[src/rtl/efuse_pkg.sv]
package efuse_pkg;
  typedef enum logic [1:0] {OP_NONE = 2'd0, OP_READ = 2'd1, OP_PROG = 2'd2} fuse_op_e;

  localparam logic [11:0] CTRL_OFS   = 12'h040;
  localparam logic [11:0] PDATA_OFS  = 12'h050;
  localparam logic [11:0] RESULT_OFS = 12'h060;
  localparam logic [11:0] WIN_OFS    = 12'h200;
  localparam logic [7:0]  UNLOCK_KEY = 8'hAC;

  function automatic logic [31:0] fuse_preload(input logic [31:0] seed, input int idx);
    logic [7:0] b;
    b = idx[7:0];
    return seed ^ {b, b, b, b};
  endfunction
endpackage

[src/rtl/efuse_array.sv]
module efuse_array #(
  parameter int          WORDS = 16,
  parameter int          IDXW  = $clog2(WORDS),
  parameter logic [31:0] SEED  = 32'hA5C3_0F00
) (
  input  logic            clk,
  input  logic            rst,
  input  logic [IDXW-1:0] a_idx,
  output logic [31:0]     a_rdata,
  input  logic            wr_en,
  input  logic [31:0]     wr_bits,
  input  logic [IDXW-1:0] b_idx,
  output logic [31:0]     b_rdata
);
  logic [31:0]      mem_q [WORDS];
  logic [WORDS-1:0] hit;

  for (genvar g = 0; g < WORDS; g++) begin : g_hit
    assign hit[g] = wr_en && (a_idx == IDXW'(g));
  end

  always_ff @(posedge clk) begin
    for (int i = 0; i < WORDS; i++) begin
      if (rst)         mem_q[i] <= efuse_pkg::fuse_preload(SEED, i);
      else if (hit[i]) mem_q[i] <= mem_q[i] | wr_bits;
    end
  end

  assign a_rdata = mem_q[a_idx];
  assign b_rdata = mem_q[b_idx];
endmodule

[src/rtl/efuse_seq.sv]
module efuse_seq
  import efuse_pkg::*;
#(
  parameter int ACCESS_LAT = 8,
  parameter int PROG_LAT   = 12,
  parameter int IDXW       = 4
) (
  input  logic            clk,
  input  logic            rst,
  input  logic            start,
  input  fuse_op_e        start_op,
  input  logic [IDXW-1:0] start_idx,
  input  logic            start_inr,
  input  logic [31:0]     start_bits,
  output logic            busy_rd,
  output logic            busy_pg,
  output logic            done,
  output logic [IDXW-1:0] cur_idx,
  output logic            cur_inr,
  output logic [31:0]     cur_bits
);
  localparam int MAXLAT = (ACCESS_LAT > PROG_LAT) ? ACCESS_LAT : PROG_LAT;
  localparam int CW     = $clog2(MAXLAT + 1);

  fuse_op_e        op_q;
  logic [CW-1:0]   cnt_q;
  logic [IDXW-1:0] idx_q;
  logic            inr_q;
  logic [31:0]     bits_q;

  always_ff @(posedge clk) begin
    if (rst) begin
      op_q   <= OP_NONE;
      cnt_q  <= '0;
      idx_q  <= '0;
      inr_q  <= 1'b0;
      bits_q <= '0;
    end else if (start) begin
      op_q   <= start_op;
      cnt_q  <= (start_op == OP_READ) ? CW'(ACCESS_LAT - 1) : CW'(PROG_LAT - 1);
      idx_q  <= start_idx;
      inr_q  <= start_inr;
      bits_q <= start_bits;
    end else if (done) begin
      op_q   <= OP_NONE;
    end else if (op_q != OP_NONE) begin
      cnt_q  <= cnt_q - 1'b1;
    end
  end

  assign busy_rd  = (op_q == OP_READ);
  assign busy_pg  = (op_q == OP_PROG);
  assign done     = (op_q != OP_NONE) && (cnt_q == '0);
  assign cur_idx  = idx_q;
  assign cur_inr  = inr_q;
  assign cur_bits = bits_q;
endmodule

[src/rtl/efuse_ctl.sv]
module efuse_ctl
  import efuse_pkg::*;
#(
  parameter int          FUSE_WORDS = 16,
  parameter int          PUB_WORDS  = 8,
  parameter int          ACCESS_LAT = 8,
  parameter int          PROG_LAT   = 12,
  parameter int          ADDR_W     = 12,
  parameter logic [31:0] SEED       = 32'hA5C3_0F00
) (
  input  logic              clk,
  input  logic              rst,
  input  logic              bus_sel,
  input  logic              bus_we,
  input  logic [ADDR_W-1:0] bus_addr,
  input  logic [31:0]       bus_wdata,
  output logic [31:0]       bus_rdata
);
  localparam int IDXW = (FUSE_WORDS > 1) ? $clog2(FUSE_WORDS) : 1;
  localparam int WW   = ADDR_W - 2;
  localparam logic [WW-1:0] W_CTRL   = WW'(CTRL_OFS   >> 2);
  localparam logic [WW-1:0] W_PDATA  = WW'(PDATA_OFS  >> 2);
  localparam logic [WW-1:0] W_RESULT = WW'(RESULT_OFS >> 2);
  localparam logic [WW-1:0] W_WIN    = WW'(WIN_OFS    >> 2);
  localparam logic [WW-1:0] PUB_LIM  = WW'(PUB_WORDS);
  localparam logic [6:0]    FW_LIM   = 7'(FUSE_WORDS);

  logic [7:0]  off_q, key_q;
  logic [31:0] pdata_q, result_q, rdata_q;

  logic            seq_busy_rd, seq_busy_pg, seq_done, seq_start, seq_inr;
  logic [IDXW-1:0] seq_idx;
  logic [31:0]     seq_bits;
  logic [31:0]     arr_a_rdata, arr_b_rdata;

  logic [WW-1:0] word_addr, win_word;
  logic          rd_req, wr_req, ctrl_wr, accept, win_hit;
  logic [5:0]    req_word;
  fuse_op_e      req_op;
  logic [31:0]   rd_mux;

  assign word_addr = bus_addr[ADDR_W-1:2];
  assign rd_req    = bus_sel && !bus_we;
  assign wr_req    = bus_sel && bus_we;
  assign ctrl_wr   = wr_req && (word_addr == W_CTRL);
  assign accept    = ctrl_wr && !(seq_busy_rd || seq_busy_pg);
  assign seq_start = accept && (bus_wdata[15:8] == UNLOCK_KEY) && (bus_wdata[1] || bus_wdata[0]);
  assign req_op    = bus_wdata[1] ? OP_READ : OP_PROG;
  assign req_word  = bus_wdata[23:18];

  assign win_word  = word_addr - W_WIN;
  assign win_hit   = (word_addr >= W_WIN) && (win_word < PUB_LIM);

  efuse_seq #(.ACCESS_LAT(ACCESS_LAT), .PROG_LAT(PROG_LAT), .IDXW(IDXW)) seq_i (
    .clk(clk), .rst(rst),
    .start(seq_start), .start_op(req_op),
    .start_idx(IDXW'(req_word)), .start_inr({1'b0, req_word} < FW_LIM),
    .start_bits(pdata_q),
    .busy_rd(seq_busy_rd), .busy_pg(seq_busy_pg), .done(seq_done),
    .cur_idx(seq_idx), .cur_inr(seq_inr), .cur_bits(seq_bits)
  );

  efuse_array #(.WORDS(FUSE_WORDS), .IDXW(IDXW), .SEED(SEED)) arr_i (
    .clk(clk), .rst(rst),
    .a_idx(seq_idx), .a_rdata(arr_a_rdata),
    .wr_en(seq_done && seq_busy_pg && seq_inr), .wr_bits(seq_bits),
    .b_idx(IDXW'(win_word)), .b_rdata(arr_b_rdata)
  );

  always_comb begin
    rd_mux = '0;
    if (word_addr == W_CTRL)        rd_mux = {8'h00, off_q, key_q, 6'b0, seq_busy_rd, seq_busy_pg};
    else if (word_addr == W_PDATA)  rd_mux = pdata_q;
    else if (word_addr == W_RESULT) rd_mux = result_q;
    else if (win_hit)               rd_mux = arr_b_rdata;
  end

  always_ff @(posedge clk) begin
    if (rst) begin
      off_q    <= '0;
      key_q    <= '0;
      pdata_q  <= '0;
      result_q <= '0;
      rdata_q  <= '0;
    end else begin
      if (accept) begin
        off_q <= bus_wdata[23:16];
        key_q <= bus_wdata[15:8];
      end
      if (wr_req && (word_addr == W_PDATA)) pdata_q <= bus_wdata;
      if (seq_done && seq_busy_rd)          result_q <= seq_inr ? arr_a_rdata : 32'h0;
      rdata_q <= rd_req ? rd_mux : 32'h0;
    end
  end

  assign bus_rdata = rdata_q;
endmodule

[config.mk]
export PLATFORM = sky130hd
export DESIGN_NAME = efuse_ctl
export DESIGN_NICKNAME = d
export VERILOG_FILES = /design/src/rtl/efuse_pkg.sv /design/src/rtl/efuse_array.sv /design/src/rtl/efuse_seq.sv /design/src/rtl/efuse_ctl.sv
export SDC_FILE = /design/constraint.sdc
export NUM_CORES = 1
export LEC_CHECK = 0
export BUFFER_PORTS_ARGS = -buffer_cell sky130_fd_sc_hd__buf_2
export CAP_MARGIN = 40
export CORE_ASPECT_RATIO = 1.4
export CORE_MARGIN = 2
export CORE_UTILIZATION = 50
export DETAILED_ROUTE_END_ITERATION = 7
export PLACE_DENSITY = 0.66
export SLEW_MARGIN = 20
export SYNTH_ARGS = -nofsm -noshare
export SYNTH_HDL_FRONTEND = slang
export SYNTH_SLANG_ARGS = --single-unit
export TNS_END_PERCENT = 10
[constraint.sdc]
create_clock -name clk -period 7.77 [get_ports clk]
set_input_delay 0.3885 -clock clk [delete_from_list [all_inputs] [get_ports clk]]
set_output_delay 0.3885 -clock clk [all_outputs]
set_load 0.005 [all_outputs]
# Word level (Yosys, flattened, before mapping)
# Memories as Yosys holds them, arrays and structs flattened. A register that Yosys moved wholly into a read port is not among the register bits.
# Index checks and enable logic that the tools add are counted.
# word_totals
regBits	155
ram_bits	512
inputBits	48
elab_cells	193
mem_count	1
# op_classes
n_addsub	2
magnitude_cmp	3
eq_ne	23
muxes	80
bitwise	33
n_reduce_logical	40
# mem_list
memory	depth	width	rd	rd_clocked_by_memory_dff	write_ports	line_no	rtl
arr_i.mem_q	16	32	18	1	16	efuse_array.sv:15	logic [31:0] mem_q [WORDS];
# op_table
op	count
32-bit 2-to-1 mux	20
32-bit bitwise OR	16
1-bit 2-to-1 mux	50
4-bit == test (second input constant)	8
10-bit by 5-bit == test with 1-bit output (second input constant)	3
1-bit logical AND	28
24-bit 2-to-1 mux	1
4-bit 2-to-1 mux	6
4-bit by 3-bit == test with 1-bit output (second input constant)	4
1-bit bitwise OR	16
10-bit by 8-bit greater-or-equal comparator with 1-bit output (second input constant)	1
10-bit by 4-bit less-than comparator with 1-bit output (second input constant)	1
10-bit by 8-bit subtractor with 10-bit output (second input constant)	1
4-bit by 2-bit == test with 1-bit output (second input constant)	2
8-bit == test (second input constant)	1
4-bit zero test	2
6-bit by 5-bit less-than comparator with 1-bit output (second input constant)	1
2-bit 2-to-1 mux	3
2-bit nonzero test	3
2-bit by 1-bit == test with 1-bit output (second input constant)	2
4-bit by 1-bit == test with 1-bit output (second input constant)	1
4-bit by 1-bit subtractor with 4-bit output (second input constant)	1
3-bit OR reduction	1
2-bit == test (second input constant)	1
6 further kinds	8

# Depth between registers and ports, before layout
# Gate-level depths: netlist (run 1).
# depth
depth_word	9
depth_mapped	9

# Modules after synthesis
# A second synthesis (run 1) with hierarchy kept.
# hier_totals
hier_cells	2818
hier_area_um2	33828.7
# modules_own_cells
mod	n_inst	cells_per_inst	area_each_um2	seq_area_each_um2
efuse_array	1	2026	27077.2	15374.7
efuse_ctl	1	630	5073.6	2242.2
efuse_seq	1	162	1677.9	860.8

# Least setup slack after synthesis (run 1)
# Ideal clock, no wire load.
# synth_timing
path_kind	register -> register
from	reg seq_i.op_q[0]
to	mem arr_i.mem_q[1][0], enable pin
arrival_time_ps	2701
slack_ps	4682
stages_incl_launch_ff	7
n_path_buf	1
path_cell_list	dfxtp_1 -> inv_1 -> ha_1 -> or4b_1 -> buf_6 -> nor4b_4 -> a21o_1
# synth_lines
item	line_no	rtl
from (decl)	efuse_seq.sv:25	fuse_op_e op_q;
from (signal assigned)	efuse_seq.sv:39	op_q <= start_op;
to (decl)	efuse_array.sv:15	

==> results.md, run 1 <==
* # IOs at 80
* Crit path kind: register to register
* # rows at 108
* Global placement routability congestion at 0.852
* Worst VDD drop at 184 uV
* FFs w/ async S/R, synth at 0%
* Leading area contributor after synthesis: edfxtp_1
* Clock transition at path regs at 0.06 ns
* Cell Area, Synth at 0.0314 mm^2
* Max cap viols at 0
* Initial antenna violation count at 1
* CTS H-tree depth at 3
* Port Buffers at 77
* # DRC at 0
* Area share of the largest cell type after synthesis at 49.0%
* Final worst path period share at 51.4%
* TritonCTS Sinks at 671
* Worst EP required at 8.02 ns
* Setup violations, final at 0
* Die area at 0.0648 mm^2
* Seq/Total Area, Yosys at 59.1%
* Top cells by count, synth: nor2_1, edfxtp_1, or3_1
* Global-route wire length before repair at 149 mm
* CTS tree: built
* Post-DR vias/cell at 6.58
* CP endpoint kind: register
* Final Hold Fails at 0
* Root buf cell: clkbuf_16
* Worst-skew pair later-pin latency at 0.63 ns
* Initial DRC count at 3168
* Gr usage total at 31.4%
* FF-to-FF End: arr_i.mem_q[13][14]$_SDFFCE_PN0P_
* TritonRoute pass-1 iters at 6
* Worst-path fanout max at 19
* Status: finished clean
* Synthesis-stage register bit count at 671
* Setup total negative slack at 0 ns
* Leak at 11.7 nW
* Antenna Nets Post-Route at 0
* Final clock skew at 0.0330 ns
* # hold bufs at CTS at 3
* Worst r2r path cells at 6
* Count leader, synth: nor2_1
* Worst Setup SP: seq_i.op_q[0]$_SDFFE_PP0P_
* Synth Area per Inst at 11.9 um^2
* Startpoint types: register
* Syn Nets at 2695
* Total gr overflow at 0
* Synth top area cells: edfxtp_1, mux4_2, dfxtp_1
* Number of buffers added for setup after CTS at 0
* Clock Tree Buf Depth at 3
* Min-delay worst type: primary input to register
* Pins over their slew limit at 0
* Post-Syn Instances at 2641
* Primary FF master, synth: edfxtp_1
* Power per cell area at 220 mW/mm^2
* Largest net degree at the start of global routing at 81
* Net count, final at 2692
* Routed WL at 102 mm
* Routed vias at 23130
* Vias in the first global route at 23032
* TritonCTS Buffers at 66
* Post-CTS Resized at 0
* DP HPWL at 60.7 mm
* Worst setup endpoint: arr_i.mem_q[13][14]$_SDFFCE_PN0P_
* Utilization after layout at 56.4%
* DIE HEIGHT at 300 um
* Synth cell types at 53
* Area Growth Syn to Fin at 11.5%
* CP arrival at 4.25 ns
* Worst rel slew slack at 38.5%
* Core Box Area at 0.0620 mm^2
* Layout cells sized above 1 at 16.7%
* Crit path time final at 3.99 ns
* Wire length per cell at 28.9 um
* Post-synth EDFFs at 512
* Die W at 216 um
* Starting Density at 50.6%
* Worst Tran Pin Value at 0.923 ns
* Unrepaired setup endpoints after global routing: no
* Max Fclk at 250 MHz
* RR Startpoint: seq_i.op_q[0]$_SDFFE_PP0P_
* Yosys warning count at 0
* R2R setup slack at 3.78 ns
==> worst min-delay path by stage <==
stage | endpoint | cells past startpoint | startpoint | slack [ns]
final | pdata_q[4]$_SDFFE_PP0P_ | 3 | bus_wdata[4] | 0.02
after global routing | off_q[0]$_SDFFE_PP0P_ | 3 | bus_wdata[16] | 0.04
after CTS | pdata_q[4]$_SDFFE_PP0P_ | 3 | bus_wdata[4] | 0.002
after detailed placement | key_q[1]$_SDFFE_PP0P_ | 2 | key_q[1]$_SDFFE_PP0P_ | 0.44
after global placement | key_q[0]$_SDFFE_PP0P_ | 2 | key_q[0]$_SDFFE_PP0P_ | 0.44
after floorplan | key_q[0]$_SDFFE_PP0P_ | 2 | key_q[0]$_SDFFE_PP0P_ | 0.43
==> metrics by stage <==
stage                     total power, mW  instance area [um^2]  worst slack [ns]  hold WS [ns]  std cells
final                                7.69                 35000              3.78        0.0191       3516
after global routing                 7.85                 35000              3.74        0.0419       3515
after CTS                            7.70                 35000              3.83       0.00172       3515
after detailed placement             4.46                 32800              3.87         0.444       3392
after global placement               4.44                 32400              4.01         0.439       3376
after floorplan                      4.30                 31400              4.68         0.431       2641
==> sequential cells by signal, indices dropped and copies added, names as in the netlist, named ones only <==
signal	count
pdata_q	32
seq_i.cnt_q	4
seq_i.op_q	2
seq_i.cur_inr	1
seq_i.cur_idx	4
arr_i.mem_q	512
key_q	8
off_q	8
bus_rdata	32
seq_i.cur_bits	32
result_q	32
==> layout by cell type, fill, tap and decap left out, types with 4 or more instances in the layout <==
cell / Yosys / final
a211oi_1: 5 / 5
a21o_1: 26 / 14
a21o_2: 0 / 11
a21oi_1: 108 / 107
a221oi_1: 14 / 14
a22oi_1: 92 / 92
a31o_2: 4 / 4
buf_12: 0 / 7
buf_16: 0 / 6
buf_2: 12 / 74
buf_4: 0 / 52
clkbuf_1: 183 / 17
clkbuf_16: 0 / 71
clkbuf_8: 0 / 11
clkinv_1: 0 / 7
clkinv_2: 0 / 6
dfxtp_1: 159 / 156
edfxtp_1: 512 / 512
ha_1: 6 / 6
inv_1: 8 / 8
mux2i_1: 93 / 93
mux4_2: 163 / 163
nand2_1: 174 / 174
nand2_4: 4 / 4
nand3_1: 83 / 82
nor2_1: 664 / 663
nor2b_1: 9 / 6
o21ai_0: 38 / 38
o22ai_1: 17 / 17
or3_1: 194 / 194
==> cell type report <==
cell class | count | area [um^2]
antenna | 1 | 2.50
clock buffer | 99 | 1990
clock inverter | 21 | 190
fill | 5114 | 27000
inverter | 8 | 30.0
multi-input combinational | 1744 | 12000
sequential | 671 | 18600
tap | 825 | 1030
timing repair buffer | 147 | 1160
==> worst max-delay path, cell delays in order, from the launching register on <==
cell     delay [ns]
dfxtp_1        0.35
inv_1          0.08
ha_1           0.28
or4b_1         0.82
nor4b_4        0.82
a31o_2         0.76
buf_4          0.51
==> logic make-up after synthesis <==
family	Yosys count	share of synthesized area, %
fa+ha+maj	6	0.239
xor+xnor	4	0.112
compound gates	311	6.31
mux	256	14.7
buf+inv	226	2.92
flops	671	59.1
simple gates	1167	16.6
==> report_power, final <==
| part | switching [mW] | internal (mW) |
|---|---|---|
| sequential | 0.0747 | 3.96 |
| combinational | 0.232 | 0.131 |
| clock | 1.41 | 1.88 |
| total | 1.72 | 5.97 |
==> layer usage <==
metal | vias to the layer above | global-route usage (%) | wire length, um
li1 | 9710 | - | -
met1 | 11560 | 38.8 | 35300
met3 | 341 | 4.99 | 10400
met2 | 1519 | 52.3 | 49400
met4 | 0 | 18.6 | 6540
met5 | - | 0 | 0
Power figures use the tool's default switching activity.
==> run 2: changes to the inputs <==
ABC_AREA = 1   (was unset)
PLACE_DENSITY = 0.69   (was 0.66)
clock period = 3.4 ns   (was 7.77 ns; I/O delays follow)
==> run 2 against run 1 <==
  * Combinational power grew 110%
  * Routed wire length increased by 3.0%
  * Critical path depth grew 5
  * Power increased by 120%
  * Non-clock buffer count increased by 55
  * Hold slack improved by 0.024 ns
  * Fmax increased by 48%
  * Core utilization is 0.40 points lower
  * Critical path type unchanged
  * Critical endpoint is now arr_i.mem_q[4][9]$_SDFFCE_PN1P_
  * Largest power group unchanged
==> results.md, run 2 <==
* Worst EP required at 3.75 ns (-4.27 ns)
* Largest net degree at the start of global routing at 167 (+110%)
* Yosys warning count at 0 (unchanged)
* Initial DRC count at 3823 (+21%)
* Synth Area per Inst at 8.60 um^2 (-28%)
* Synth top area cells: edfxtp_1, dfxtp_1, nand2_1
* Leak at 14.1 nW (+20%)
* Root buf cell: clkbuf_16
* Final worst setup slack at 0.697 ns (-3.08 ns)
* Startpoint types: register
* Vias in the first global route at 26299 (+14%)
* Syn Nets at 3910 (+45%)
* Post-Syn Instances at 3856 (+46%)
* CP endpoint kind: register
* Worst rel slew slack at 37.2% (-1.3 points)
* Crit path time final at 2.70 ns (-1.29 ns)
* Met3 GRT Util at 4.34% (-0.65 points)
* CP arrival at 3.05 ns (-1.20 ns)
* Area share of the largest cell type after synthesis at 46.4% (-2.6 points)
* # rows at 111 (+2.8%)
* TritonRoute pass-1 iters at 6 (unchanged)
* Antenna Nets Post-Route at 0 (unchanged)
* Cell count after placement at 4596 (+35%)
* Final Hold Fails at 0 (unchanged)
* Primary FF master, synth: edfxtp_1
* Clock Tree Buf Depth at 3 (unchanged)
* Net count, final at 3897 (+45%)
* Clock transition at path regs at 0.07 ns (about the same)
* Commonest non-fill, non-tap cell in the layout: nand2_1
* Status: finished clean
* Hold_ws at 0.0428 ns (+0.0237 ns)
* Post-synth EDFFs at 512 (unchanged)
* Setup violations, final at 0 (unchanged)
* Met1 usage at 38.8% (about the same)
* Routed WL at 105 mm (+3.0%)
* Area Growth Syn to Fin at 10.8%
* TritonCTS Buffers at 59 (-11%)
* Gr usage total at 30.1% (-1.2 points)
* Count leader, synth: nand2_1
* Starting Density at 50.6% (about the same)
* Top cells by count, synth: nand2_1, edfxtp_1, nor2_1
* # DRC at 0 (unchanged)
* Worst slack, placed at 0.773 ns (-3.10 ns)
* Seq/Total Area, Yosys at 56.0% (-3.1 points)
* Synth cell types at 30 (-43%)
* Wire length per cell at 22.1 um (-24%)
* Global placement routability congestion at 0.900 (+5.6%)
* # IOs at 80 (unchanged)
* Leading area contributor after synthesis: edfxtp_1
* Post-DR vias/cell at 5.96 (-9.4%)
* R2R setup slack at 0.70 ns (-3.08 ns)
* Met2 Use GR at 51.1% (-1.2 points)
* Unrepaired setup endpoints after global routing: no
* Die area at 0.0684 mm^2 (+5.5%)
* TritonCTS Sinks at 671 (unchanged)
* Port Buffers at 77 (unchanged)
* Worst-skew pair later-pin latency at 0.64 ns (about the same)
* # diodes at 0 (-1)
* Most frequent cells in the layout: nand2_1, edfxtp_1, nor2_1
* Final clock skew at 0.0265 ns (-0.00649 ns)
* GRT Max-Usage Layer: met2
* Global-route wire length before repair at 158 mm (+5.7%)
* CTS tree: built
* Most flops, register: arr_i.mem_q
* CTS H-tree depth at 2 (-1)
* Worst VDD drop at 447 uV (+140%)
* Min-delay worst type: primary input to register
* Crit path kind: register to register
* DP HPWL at 66.5 mm (+9.5%)
* Post-CTS Resized at 0 (unchanged)
* Pins over their slew limit at 0 (unchanged)
* Number of buffers added for setup after CTS at 0 (unchanged)
* Die W at 222 um (+2.7%)
* Layout cells sized above 1 at 8.10% (-8.6 points)
* Core Box Area at 0.0656 mm^2 (+5.7%)
* Cell Area, Synth at 0.0331 mm^2 (+5.6%)
* Max cap viols at 0 (unchanged)
* Total gr overflow at 0 (unchanged)
* Fin cells at 4737 (+35%)
* Worst-path fanout max at 12 (-7)
* Initial antenna violation count at 3 (+2)
* Max Fclk at 370 MHz (+48%)
* DIE HEIGHT at 309 um (+2.7%)
* Max reg flops at 512 (unchanged)
* Routed vias at 28236 (+22%)
* Synthesis-stage register bit count at 671 (unchanged)
* Worst Tran Pin Value at 0.942 ns (+0.0190 ns)
* Power per cell area at 453 mW/mm^2 (+110%)
* FFs w/ async S/R, synth at 0% (unchanged)
* Final worst path period share at 79.5% (+28 points)
[run 2: cell families (layout without fill, tap and decap cells)]
logic type,count (synthesis),after routing,share of synthesized area [%]
AOI/OAI and AO/OA,840,840,15.0
xor gates and xnor gates,2,2,0.0529
adders and majority gates,6,6,0.226
buffers and inverters,732,766,8.55
DFF,671,671,56.0
and+or+nand+nor,1605,1605,20.2
[run 2: final cells by class]
cell class | instances | area (um^2)
clock buffer | 82 | 1680
clock inverter | 26 | 234
fill | 5936 | 28800
inverter | 456 | 1710
multi-input combinational | 2453 | 11800
sequential | 671 | 18600
tap | 847 | 1060
timing repair buffer | 202 | 1640
[run 2: where the power goes]
part / internal, mW / leakage, nW / switching [mW]
sequential: 8.97 / 5.63 / 0.0853
clock: 3.74 / 0.948 / 3.06
combinational: 0.224 / 7.50 / 0.548
[run 2: path summary, 6_finish.rpt]
path / startpoint / to / cells after the start
max: seq_i.cnt_q[0]$_SDFFE_PP0P_ / arr_i.mem_q[4][9]$_SDFFCE_PN1P_ / 11
min: bus_we / bus_rdata[9]$_SDFF_PP0_ / 5
max reg2reg: seq_i.cnt_q[0]$_SDFFE_PP0P_ / arr_i.mem_q[4][9]$_SDFFCE_PN1P_ / 11
min reg2reg: off_q[0]$_SDFFE_PP0P_ / off_q[0]$_SDFFE_PP0P_ / 2
[run 2: layer usage]
| layer | share of wire [%] | up-vias |
|---|---|---|
| li1 | - | 13073 |
| met1 | 37 | 13282 |
| met2 | 48 | 1587 |
| met3 | 10 | 290 |
| met4 | 4.2 | 4 |
| met5 | 0.017 | - |
[run 2: critical path, stage by stage (launching register included)]
cell     delay (ns)
dfxtp_1        0.32
inv_1          0.11
ha_1           0.15
nand3_1        0.11
nor2_2         0.24
nand3_2        0.24
inv_2          0.11
nand2_1        0.15
inv_2          0.17
nand3_1        0.10
inv_1          0.58
nand2_1        0.13
[run 2: metrics by stage]
| stage | total power, mW | TNS [ns] | util (%) | area (um^2) |
|---|---|---|---|---|
| 2_1_floorplan | 9.68 | -52.67 | - | 33100 |
| 5_1_grt | 17.0 | 0 | 56.0 | 36700 |
| 6_report | 16.6 | 0 | 56.0 | 36700 |
| 4_1_cts | 16.6 | 0 | 56.0 | 36700 |
| 3_5_place_dp | 9.96 | 0 | 52.6 | 34500 |
| 3_3_place_gp | 9.95 | 0 | 52.5 | 34400 |
[run 2: timing repair]
item	CTS	global route
hold buffers	32	0
setup endpoints to repair	0	0
endpoints found under the hold margin	59	0
